==> src/rtl/dpd_pkg.sv <==
package dpd_pkg;

    parameter int BANK_RAILS = 30;
    parameter int CODE_LSB   = 30;

    parameter int OFS_SAMPLE   = 'h020;
    parameter int OFS_REQ_BASE = 'h1B8;
    parameter int OFS_STAT_GAP = 4;
    parameter int OFS_STRIDE   = 8;
    parameter int OFS_SETTLE   = 'h1C8;

    typedef enum logic [1:0] {
        CMD_IDLE  = 2'd0,
        CMD_LEAVE = 2'd1,
        CMD_ENTER = 2'd2,
        CMD_RSVD  = 2'd3
    } cmd_t;

    typedef enum logic [1:0] {
        ST_IDLE,
        ST_HOLD,
        ST_SETTLE,
        ST_APPLY
    } seq_state_t;

endpackage

==> src/rtl/dpd_settle_timer.sv <==
module dpd_settle_timer #(
    parameter int W = 10
) (
    input  logic         clk,
    input  logic         rst_n,
    input  logic         load,
    input  logic [W-1:0] load_val,
    input  logic         dec,
    output logic         done
);
    logic [W-1:0] cnt_q;

    always_ff @(posedge clk) begin
        if (!rst_n) begin
            cnt_q <= '0;
        end else if (load) begin
            cnt_q <= load_val;
        end else if (dec && (cnt_q != '0)) begin
            cnt_q <= cnt_q - 1'b1;
        end
    end

    assign done = (cnt_q == '0);
endmodule

==> src/rtl/dpd_bank.sv <==
module dpd_bank
    import dpd_pkg::*;
#(
    parameter int TIM_W = 10
) (
    input  logic                  clk,
    input  logic                  rst_n,
    input  logic                  wr_req,
    input  logic [31:0]           wr_data,
    input  logic                  sample_en,
    input  logic [TIM_W-1:0]      settle_val,
    output logic [31:0]           req_word,
    output logic [BANK_RAILS-1:0] status
);
    seq_state_t            state_q, state_d;
    logic [31:0]           req_q;
    logic [BANK_RAILS-1:0] status_q;
    logic                  load, dec, apply, done;
    cmd_t                  new_code, cur_code;
    logic                  new_active;
    logic [BANK_RAILS-1:0] sel_mask;

    assign new_code   = cmd_t'(wr_data[CODE_LSB +: 2]);
    assign cur_code   = cmd_t'(req_q[CODE_LSB +: 2]);
    assign new_active = (new_code == CMD_ENTER) || (new_code == CMD_LEAVE);
    assign sel_mask   = req_q[BANK_RAILS-1:0];

    // state register
    always_ff @(posedge clk) begin
        if (!rst_n) state_q <= ST_IDLE;
        else        state_q <= state_d;
    end

    // next state
    always_comb begin
        state_d = state_q;
        if (wr_req) begin
            if (new_active) state_d = sample_en ? ST_SETTLE : ST_HOLD; // accept
            else            state_d = ST_IDLE;                         // cancel
        end else begin
            unique case (state_q)
                ST_IDLE:   state_d = ST_IDLE;
                ST_HOLD:   if (sample_en) state_d = ST_SETTLE;         // resume
                ST_SETTLE: begin
                    if (!sample_en) state_d = ST_HOLD;                 // pause
                    else if (done)  state_d = ST_APPLY;                // expire
                end
                ST_APPLY:  state_d = ST_IDLE;                          // finish
            endcase
        end
    end

    // sequencer outputs
    always_comb begin
        load  = (state_d == ST_SETTLE) && (wr_req || (state_q == ST_HOLD));
        dec   = !wr_req && (state_q == ST_SETTLE) && sample_en && !done;
        apply = !wr_req && (state_q == ST_APPLY);
    end

    dpd_settle_timer #(.W(TIM_W)) u_timer (
        .clk      (clk),
        .rst_n    (rst_n),
        .load     (load),
        .load_val (settle_val),
        .dec      (dec),
        .done     (done)
    );

    always_ff @(posedge clk) begin
        if (!rst_n) begin
            req_q    <= '0;
            status_q <= '0;
        end else if (wr_req) begin
            req_q <= wr_data;
        end else if (apply) begin
            req_q[CODE_LSB +: 2] <= CMD_IDLE;
            if (cur_code == CMD_ENTER)      status_q <= status_q | sel_mask;
            else if (cur_code == CMD_LEAVE) status_q <= status_q & ~sel_mask;
        end
    end

    assign req_word = req_q;
    assign status   = status_q;

    assert_status_hold_R5: assert property (@(posedge clk) disable iff (!rst_n)
        (state_q != ST_APPLY) |=> $stable(status_q));

    assert_enter_R3: assert property (@(posedge clk) disable iff (!rst_n)
        (state_q == ST_APPLY && !wr_req && cur_code == CMD_ENTER)
        |=> ((status_q & req_q[BANK_RAILS-1:0]) == req_q[BANK_RAILS-1:0]));

    assert_leave_R4: assert property (@(posedge clk) disable iff (!rst_n)
        (state_q == ST_APPLY && !wr_req && cur_code == CMD_LEAVE)
        |=> ((status_q & req_q[BANK_RAILS-1:0]) == '0));

    assert_pause_R7: assert property (@(posedge clk) disable iff (!rst_n)
        (state_q == ST_SETTLE && !sample_en && !wr_req) |=> (state_q == ST_HOLD));

    assert_cancel_R6: assert property (@(posedge clk) disable iff (!rst_n)
        (wr_req && !new_active) |=> (state_q == ST_IDLE && $stable(status_q)));

    assert_code_clear_R10: assert property (@(posedge clk) disable iff (!rst_n)
        (state_q == ST_APPLY && !wr_req) |=> (req_q[CODE_LSB +: 2] == CMD_IDLE));
endmodule

==> src/rtl/dpd_rail_ctrl.sv <==
module dpd_rail_ctrl
    import dpd_pkg::*;
#(
    parameter int NUM_BANKS = 2,
    parameter int TIM_W     = 10,
    parameter int TIM_RST   = 10,
    parameter int ADDR_W    = 12
) (
    input  logic                            clk,
    input  logic                            rst_n,
    input  logic                            bus_wr,
    input  logic [ADDR_W-1:0]               bus_addr,
    input  logic [31:0]                     bus_wdata,
    output logic [31:0]                     bus_rdata,
    output logic [NUM_BANKS*BANK_RAILS-1:0] rail_dpd
);
    localparam logic [ADDR_W-1:0] A_SAMPLE = ADDR_W'(OFS_SAMPLE);
    localparam logic [ADDR_W-1:0] A_SETTLE = ADDR_W'(OFS_SETTLE);

    logic             sample_q;
    logic [TIM_W-1:0] settle_q;
    logic [31:0]           req_word [NUM_BANKS];
    logic [BANK_RAILS-1:0] stat     [NUM_BANKS];

    always_ff @(posedge clk) begin
        if (!rst_n) begin
            sample_q <= 1'b0;
            settle_q <= TIM_W'(TIM_RST);
        end else if (bus_wr) begin
            if (bus_addr == A_SAMPLE) sample_q <= bus_wdata[0];
            if (bus_addr == A_SETTLE) settle_q <= bus_wdata[TIM_W-1:0];
        end
    end

    for (genvar b = 0; b < NUM_BANKS; b++) begin : g_bank
        localparam logic [ADDR_W-1:0] A_REQ = ADDR_W'(OFS_REQ_BASE + b*OFS_STRIDE);
        logic hit;
        assign hit = bus_wr && (bus_addr == A_REQ);

        dpd_bank #(.TIM_W(TIM_W)) u_bank (
            .clk        (clk),
            .rst_n      (rst_n),
            .wr_req     (hit),
            .wr_data    (bus_wdata),
            .sample_en  (sample_q),
            .settle_val (settle_q),
            .req_word   (req_word[b]),
            .status     (stat[b])
        );

        assign rail_dpd[b*BANK_RAILS +: BANK_RAILS] = stat[b];
    end

    always_comb begin
        bus_rdata = '0;
        if (bus_addr == A_SAMPLE) bus_rdata[0] = sample_q;
        if (bus_addr == A_SETTLE) bus_rdata[TIM_W-1:0] = settle_q;
        for (int b = 0; b < NUM_BANKS; b++) begin
            if (bus_addr == ADDR_W'(OFS_REQ_BASE + b*OFS_STRIDE))
                bus_rdata = req_word[b];
            if (bus_addr == ADDR_W'(OFS_REQ_BASE + b*OFS_STRIDE + OFS_STAT_GAP))
                bus_rdata[BANK_RAILS-1:0] = stat[b];
        end
    end

    assert_reset_R1: assert property (@(posedge clk)
        !rst_n |=> (rail_dpd == '0 && sample_q == 1'b0));
endmodule

==> config.mk <==
export PLATFORM = sky130hd
export DESIGN_NAME = dpd_rail_ctrl
export DESIGN_NICKNAME = d
export VERILOG_FILES = /design/src/rtl/dpd_pkg.sv /design/src/rtl/dpd_settle_timer.sv /design/src/rtl/dpd_bank.sv /design/src/rtl/dpd_rail_ctrl.sv
export SDC_FILE = /design/constraint.sdc
export NUM_CORES = 1
export LEC_CHECK = 0
export BUFFER_PORTS_ARGS = -buffer_cell sky130_fd_sc_hd__buf_2
export CAP_MARGIN = 20
export CORE_MARGIN = 2
export CORE_UTILIZATION = 50
export DETAILED_ROUTE_END_ITERATION = 10
export GPL_ROUTABILITY_DRIVEN = 0
export GPL_TIMING_DRIVEN = 0
export PLACE_DENSITY = 0.71
export SYNTH_ARGS = -nofsm -noshare
export SYNTH_HDL_FRONTEND = slang
export SYNTH_SLANG_ARGS = --single-unit
==> constraint.sdc <==
create_clock -name clk -period 2.2 [get_ports clk]
set_clock_uncertainty 0.2 [all_clocks]
set_input_delay 0 -clock clk [delete_from_list [all_inputs] [get_ports clk]]
set_output_delay 0 -clock clk [all_outputs]
set_load 0.01 [all_outputs]
# Word level (Yosys, flattened, before mapping)
# Index checks and enable logic that the tools add are counted.
# word_totals
input_bits	47
regBits	159
wordCells	111
output_inout_bits	92
# classes
n_reduce_logical	39
n_addsub	2
bitwise	8
n_mux	30
n_eq_ne	20
# ops
operator	n
two-way mux 30 bit	6
two-way mux 32 bit	2
AND 30 bit	2
equality test 12 x 9 -> 1 bit, second input constant	5
inverter 30 bit	2
bitwise OR 30 bit	2
two-way mux 10 bit	5
two-way mux 2 bit	14
zero test 10 bit	2
nonzero test 10 bit	2
subtractor 10 x 1 -> 10 bit, second input constant	2
equality test 2 bit, second input constant	9
logical AND 1 bit	14
equality test 12 x 6 -> 1 bit, second input constant	1
one-hot mux 2 bit (3 select lines)	2
nonzero test 2 bit	6
equality test 2 x 1 -> 1 bit, second input constant	5
AND reduction 3 bit	2
zero test 1 bit	4
zero test 2 bit	2
AND reduction 2 bit	2
OR reduction 2 bit	2
logical OR 1 bit	3
inverter 1 bit	2
two-way mux 1 bit	1

# Logic depth before layout (Yosys ltp)
# depth
depth_word	9
depth_mapped	7
mapped_depth_nobuf	7

# Modules after synthesis
# A second synthesis with hierarchy kept.
# unflattened
cells_unflattened	919
area_unflattened_um2	8254.2
# by_module_without_submodules
module	seq_area_each_um2	cells_each	instances	area_each_um2
dpd_bank	1281.2	254	2	2602.5
dpd_rail_ctrl	220.2	255	1	1778.0
dpd_settle_timer	200.2	78	2	635.6

# Least setup slack after synthesis
# OpenSTA, ideal clock, no wires.
# synth_path
path_type	register to register
from	register g_bank[0].u_bank.u_timer.cnt_q[0]
to	register g_bank[0].u_bank.u_timer.cnt_q[6]
period_less_slack_ns	2.021
t_arrival_ns	1.689
setup_time_ns	0.132
path_stages_with_launch	8
t_required_ns	1.868
setup_slack_ns	0.179
n_path_buf	0
path_cell_list	dfxtp_1 inv_1 ha_1 or3b_2 a211oi_1 nand2_1 o311ai_0 a21oi_1
# synth_via
elab_chain_cells	8
word_cells_on_any_way	15
cone_classes	1 x add/sub; 1 x eq/ne; 6 x mux; 7 x reduce/logical
# synth_rtl
element	line	source
start: declaration	dpd_settle_timer.sv:11	logic [W-1:0] cnt_q;
start signal: assignment	dpd_settle_timer.sv:17	cnt_q <= load_val;
start signal: assignment	dpd_settle_timer.sv:19	cnt_q <= cnt_q - 1'b1;
zero test 10 bit	dpd_settle_timer.sv:23	assign done = (cnt_q == '0);
two-way mux 2 bit	dpd_bank.sv:46	else if (done) state_d = ST_APPLY;
two-way mux 2 bit	dpd_bank.sv:45	if (!sample_en) state_d = ST_HOLD;
one-hot mux 2 bit (3 select lines)	dpd_bank.sv:41	unique case (state_q)
two-way mux 2 bit	dpd_bank.sv:37	if (wr_req) begin
equality test 2 bit	dpd_bank.sv:55	load = (state_d == ST_SETTLE) && (wr_req || (state_q == ST_HOLD));
logical AND 1 bit	dpd_bank.sv:55	
two-way mux 10 bit / nonzero test 2 bit (equally long branches)	-	
# Parallel ways exist; a longest one is shown, timed or not. The select of a mux whose other input is x is not followed.
# A chain may end at the register's enable or synchronous reset.

# Worst setup path in the final report
# layout_path
from	register g_bank[1].u_bank.u_timer.cnt_q[0]
to	register g_bank[1].u_bank.u_timer.cnt_q[7]
# layout_via
elab_chain_cells	8
word_cells_on_any_way	15
cone_classes	1 x add/sub; 1 x eq/ne; 6 x mux; 7 x reduce/logical
# layout_rtl
element	line
start: declaration	dpd_settle_timer.sv:11
start signal: assignment	dpd_settle_timer.sv:17
start signal: assignment	dpd_settle_timer.sv:19
zero test 10 bit	dpd_settle_timer.sv:23
two-way mux 2 bit	dpd_bank.sv:46
two-way mux 2 bit	dpd_bank.sv:45
one-hot mux 2 bit (3 select lines)	dpd_bank.sv:41
two-way mux 2 bit	dpd_bank.sv:37
equality test 2 bit	dpd_bank.sv:55
logical AND 1 bit	dpd_bank.sv:55
two-way mux 10 bit / nonzero test 2 bit (equally long branches)	-
# Parallel ways exist; a longest one is shown, timed or not. The select of a mux whose other input is x is not followed.

==> metrics.log <==
INFO  metric result_of_the_run = finished, final reports clean
INFO  metric drtPass1Iterations = 6
INFO  metric ys_async_sr_fraction = 0%
INFO  metric cts_h_tree_depth = 4
INFO  metric clockRootBuffer = sky130_fd_sc_hd__clkbuf_16
INFO  metric critical-path-slowest-cell = sky130_fd_sc_hd__or3_4
INFO  metric critPathLaunchType = flop
INFO  metric critPathCaptureType = flop
INFO  metric num-fill-cells = 1,350
INFO  metric grt_overflow = 0
INFO  metric netlist.area_leader.share = 41.7%
INFO  metric min_period_over_period = 97.4%
INFO  metric power_density = 615 mW/mm2
INFO  metric arr_time_crit_path = 2.26 ns
INFO  metric worstPathBufferInverterCount = 0
INFO  metric worst_path_largest_cell_delay = 0.41 ns
INFO  metric layout-drive-gt1-share = 19.0%
INFO  metric synth_flop_cell = sky130_fd_sc_hd__dfxtp_1
INFO  metric ant_nets = 0
INFO  metric hold_violations = 0
INFO  metric post_synth_inst_count = 935
INFO  metric maxClockFrequency = 467 MHz
INFO  metric overall_fraction_of_global_route_tracks_in_use = 30.8%
INFO  metric path_cells = or3_4 > or3_4 > nor4_4 > a21boi_1 > o311a_1
INFO  metric timing_worst_slew_pin_value = 0.946 ns
INFO  metric tritoncts.num_buffers = 17
INFO  metric num_rows = 45
INFO  metric layout.cell_area.non_filler = 0.00951 mm2
INFO  metric slew-limit-headroom = 36.9%
INFO  metric p_leak = 4.15 nW
INFO  metric critical_path.top_delay_family = simple AND/OR/NAND/NOR gates
INFO  metric synthDominantAreaCellType = sky130_fd_sc_hd__dfxtp_1
INFO  metric grt_pass1_vias = 7,368
INFO  metric utilization = 63.3%
INFO  metric tritoncts = done
INFO  metric netSwitchingPower = 1.31 mW
INFO  metric synth.distinct_cells = 60
INFO  metric critPathMostFrequentCell = sky130_fd_sc_hd__or3_4
INFO  metric via_count = 7,804
INFO  metric grt_first_pass_wirelength = 38,900 um
INFO  metric sequential_cell_area = 0.00318 mm2
INFO  metric area_growth = 24.7%
INFO  metric antenna_cells_inserted = 0
INFO  metric routed_wire_length_per_instance = 19.0 um
INFO  metric irDropWorstVdd = 0.534 mV
INFO  metric clockBufferDepth = 2
INFO  metric post_cts_setup_bufs = 0
INFO  metric final_nets = 1,178
INFO  metric floorplan.core_area = 0.0150 mm2
INFO  metric timing.final.crit_period = 2.14 ns
INFO  metric postSynthRegisterBits = 159
INFO  metric drcViolationCount = 0
INFO  metric port_buffers = 136
INFO  metric hold_ws = 0.0420 ns
INFO  metric synth_warnings = 0
INFO  metric timing.critical_path.required = 2.32 ns
INFO  metric multi_input_combinational_cell_area = 0.00415 mm2
INFO  metric floorplan.initialDensity = 50.7%
INFO  metric floorplan.die.height = 128 um
INFO  metric wirelength = 25,100 um
INFO  metric clock_latency = 0.43 ns
INFO  metric min-delay-path-class = input pin to flop
INFO  metric maxSlewViolCount = 0
INFO  metric switching_share = 22.4%
INFO  metric postPlaceCellArea = 0.00854 mm2
INFO  metric chipWidth = 128 um
INFO  metric critical_path_class = flop to flop
INFO  metric synth_seq_area_share = 41.7%
INFO  metric max-cap-violations = 0
INFO  metric setup-violations-final = 0
INFO  metric antenna_found_initial = 0
INFO  metric drt_iter0_markers = 729
INFO  metric clock_transition_at_the_registers_of_the_reported_paths = 0.06 ns
INFO  metric critical_path.max_fanout = 3
INFO  metric internal-power = 4.54 mW
INFO  metric top_level_ports = 139
INFO  metric detail_route.vias_per_cell = 5.89
INFO  metric grt_start_max_net_pins = 17
INFO  metric post-layout-total-power = 5.85 mW
INFO  metric area_of_the_die = 0.0163 mm2
INFO  metric cts_sinks = 159
INFO  metric pwr-share-seq = 49.2%
INFO  metric synth_enable_flop_cells = 0
INFO  metric syn_area_per_cell = 8.16 um2
INFO  metric cell_area_synth = 0.00763 mm2
INFO  metric mappedNetlistNets = 986
INFO  metric place.detailed.hpwl = 17,400 um
INFO  metric combinationalPowerShare = 4.4%
INFO  metric synth.top_cells.by_area = sky130_fd_sc_hd__dfxtp_1, sky130_fd_sc_hd__mux2i_1, sky130_fd_sc_hd__nand2_1
INFO  metric power.clock.fraction = 46.4%
cell usage after synthesis, types with 3 or more instances:
library cell	n
sky130_fd_sc_hd__o21ai_0	22
sky130_fd_sc_hd__buf_1	3
sky130_fd_sc_hd__a21oi_1	108
sky130_fd_sc_hd__buf_2	18
sky130_fd_sc_hd__xnor2_1	6
sky130_fd_sc_hd__o311ai_0	3
sky130_fd_sc_hd__a221o_1	20
sky130_fd_sc_hd__buf_4	3
sky130_fd_sc_hd__nor4_4	3
sky130_fd_sc_hd__and3_1	6
sky130_fd_sc_hd__nor2b_1	4
sky130_fd_sc_hd__nor3_1	8
sky130_fd_sc_hd__nand4_1	10
sky130_fd_sc_hd__mux2i_1	93
sky130_fd_sc_hd__xor2_1	6
sky130_fd_sc_hd__nor4_1	5
sky130_fd_sc_hd__dfxtp_1	159
sky130_fd_sc_hd__inv_1	8
sky130_fd_sc_hd__a31oi_1	5
sky130_fd_sc_hd__nand2_1	160
sky130_fd_sc_hd__nor2_1	98
sky130_fd_sc_hd__a211oi_1	3
sky130_fd_sc_hd__nand3_1	84
sky130_fd_sc_hd__clkbuf_1	46
sky130_fd_sc_hd__ha_1	4
cells in the final DEF, fill, tap and decap left out, types with 5 or more instances in the layout:
cell,n
sky130_fd_sc_hd__nand2_1,159
sky130_fd_sc_hd__xnor2_1,6
sky130_fd_sc_hd__and3_1,5
sky130_fd_sc_hd__nor2_1,98
sky130_fd_sc_hd__nand4_1,10
sky130_fd_sc_hd__a31oi_1,5
sky130_fd_sc_hd__xor2_1,6
sky130_fd_sc_hd__dlygate4sd3_1,38
sky130_fd_sc_hd__a21oi_1,108
sky130_fd_sc_hd__clkbuf_1,40
sky130_fd_sc_hd__dfxtp_1,159
sky130_fd_sc_hd__buf_2,154
sky130_fd_sc_hd__nor3_1,8
sky130_fd_sc_hd__nand3_1,83
sky130_fd_sc_hd__mux2i_1,93
sky130_fd_sc_hd__clkbuf_2,10
sky130_fd_sc_hd__clkbuf_16,17
sky130_fd_sc_hd__inv_1,8
sky130_fd_sc_hd__o21ai_0,22
sky130_fd_sc_hd__a221o_1,20
layout make-up:
type                            instances  share of cell area, %
Sequential cell                       159                   33.5
Clock buffer                           22                   4.77
Tap cell                              188                   2.47
Clock inverter                          7                  0.697
Multi-Input combinational cell        695                   43.6
Inverter                                9                  0.355
Timing Repair Buffer                  174                   11.2
Buffer                                 71                   3.45
path summary, 6_finish.rpt:
check                                    startpoint                                 to  slack (ns)  cells past startpoint
setup reg to reg  g_bank[1].u_bank.u_timer.cnt_q[0]  g_bank[1].u_bank.u_timer.cnt_q[7]        0.06                      5
hold / removal                         bus_addr[10]        g_bank[0].u_bank.state_q[0]        0.04                      5
hold reg to reg       g_bank[0].u_bank.req_word[10]      g_bank[0].u_bank.req_word[10]        0.27                      2
setup / recovery  g_bank[1].u_bank.u_timer.cnt_q[0]  g_bank[1].u_bank.u_timer.cnt_q[7]        0.06                      5
power groups by stage:
stage | sequential [mW] | combinational, mW | clock [mW]
detailed placement | 2.94 | 0.199 | 0
floorplan | 2.94 | 0.0872 | 0
global route | 2.88 | 0.268 | 2.85
finish | 2.88 | 0.255 | 2.72
CTS | 2.88 | 0.249 | 2.71
global placement | 2.94 | 0.199 | 0
per-stage QoR:
| stage | std cells | setup TNS (ns) | setup slack, ns |
|---|---|---|---|
| global placement | 1259 | -1.35 | -0.104 |
| global route | 1325 | -0.0273 | -0.0273 |
| finish | 1325 | 0 | 0.0583 |
| floorplan | 935 | 0 | 0.179 |
| detailed placement | 1259 | -1.44 | -0.0768 |
| CTS | 1326 | 0 | 0.00821 |
worst register-to-register path, cell delays in order (launching register included):
cell                       delay, ns
sky130_fd_sc_hd__dfxtp_1        0.34
sky130_fd_sc_hd__or3_4          0.41
sky130_fd_sc_hd__or3_4          0.35
sky130_fd_sc_hd__nor4_4         0.29
sky130_fd_sc_hd__a21boi_1       0.12
sky130_fd_sc_hd__o311a_1        0.33
cell families (layout without fill, tap and decap cells):
kind of cell	after synthesis	after routing	share of synthesized area (%)
buf+inv	81	283	4.63
xor+xnor	12	12	1.38
compound gates	177	177	14.0
mux	95	95	12.5
simple gates	407	407	25.1
fa+ha+maj	4	4	0.656
flops	159	159	41.7
layer usage:
metal  vias to the layer above  track usage (%)  routed length (um)
li1                       3665                -                   -
met1                      3700             40.6               10600
met2                       384             50.2               11700
met3                        55             5.99                2230
met4                         0             11.6                 675
met5                         -                0                   0
timing repair:
| item | CTS | global route |
|---|---|---|
| resized for setup | 3 | 28 |
| endpoints found under the hold margin | 91 | 0 |
| pin swaps | 0 | 2 |
| setup endpoints to repair | 2 | 120 |
| hold buffers | 38 | 0 |
Note: power is estimated with default switching activity, not from simulation.
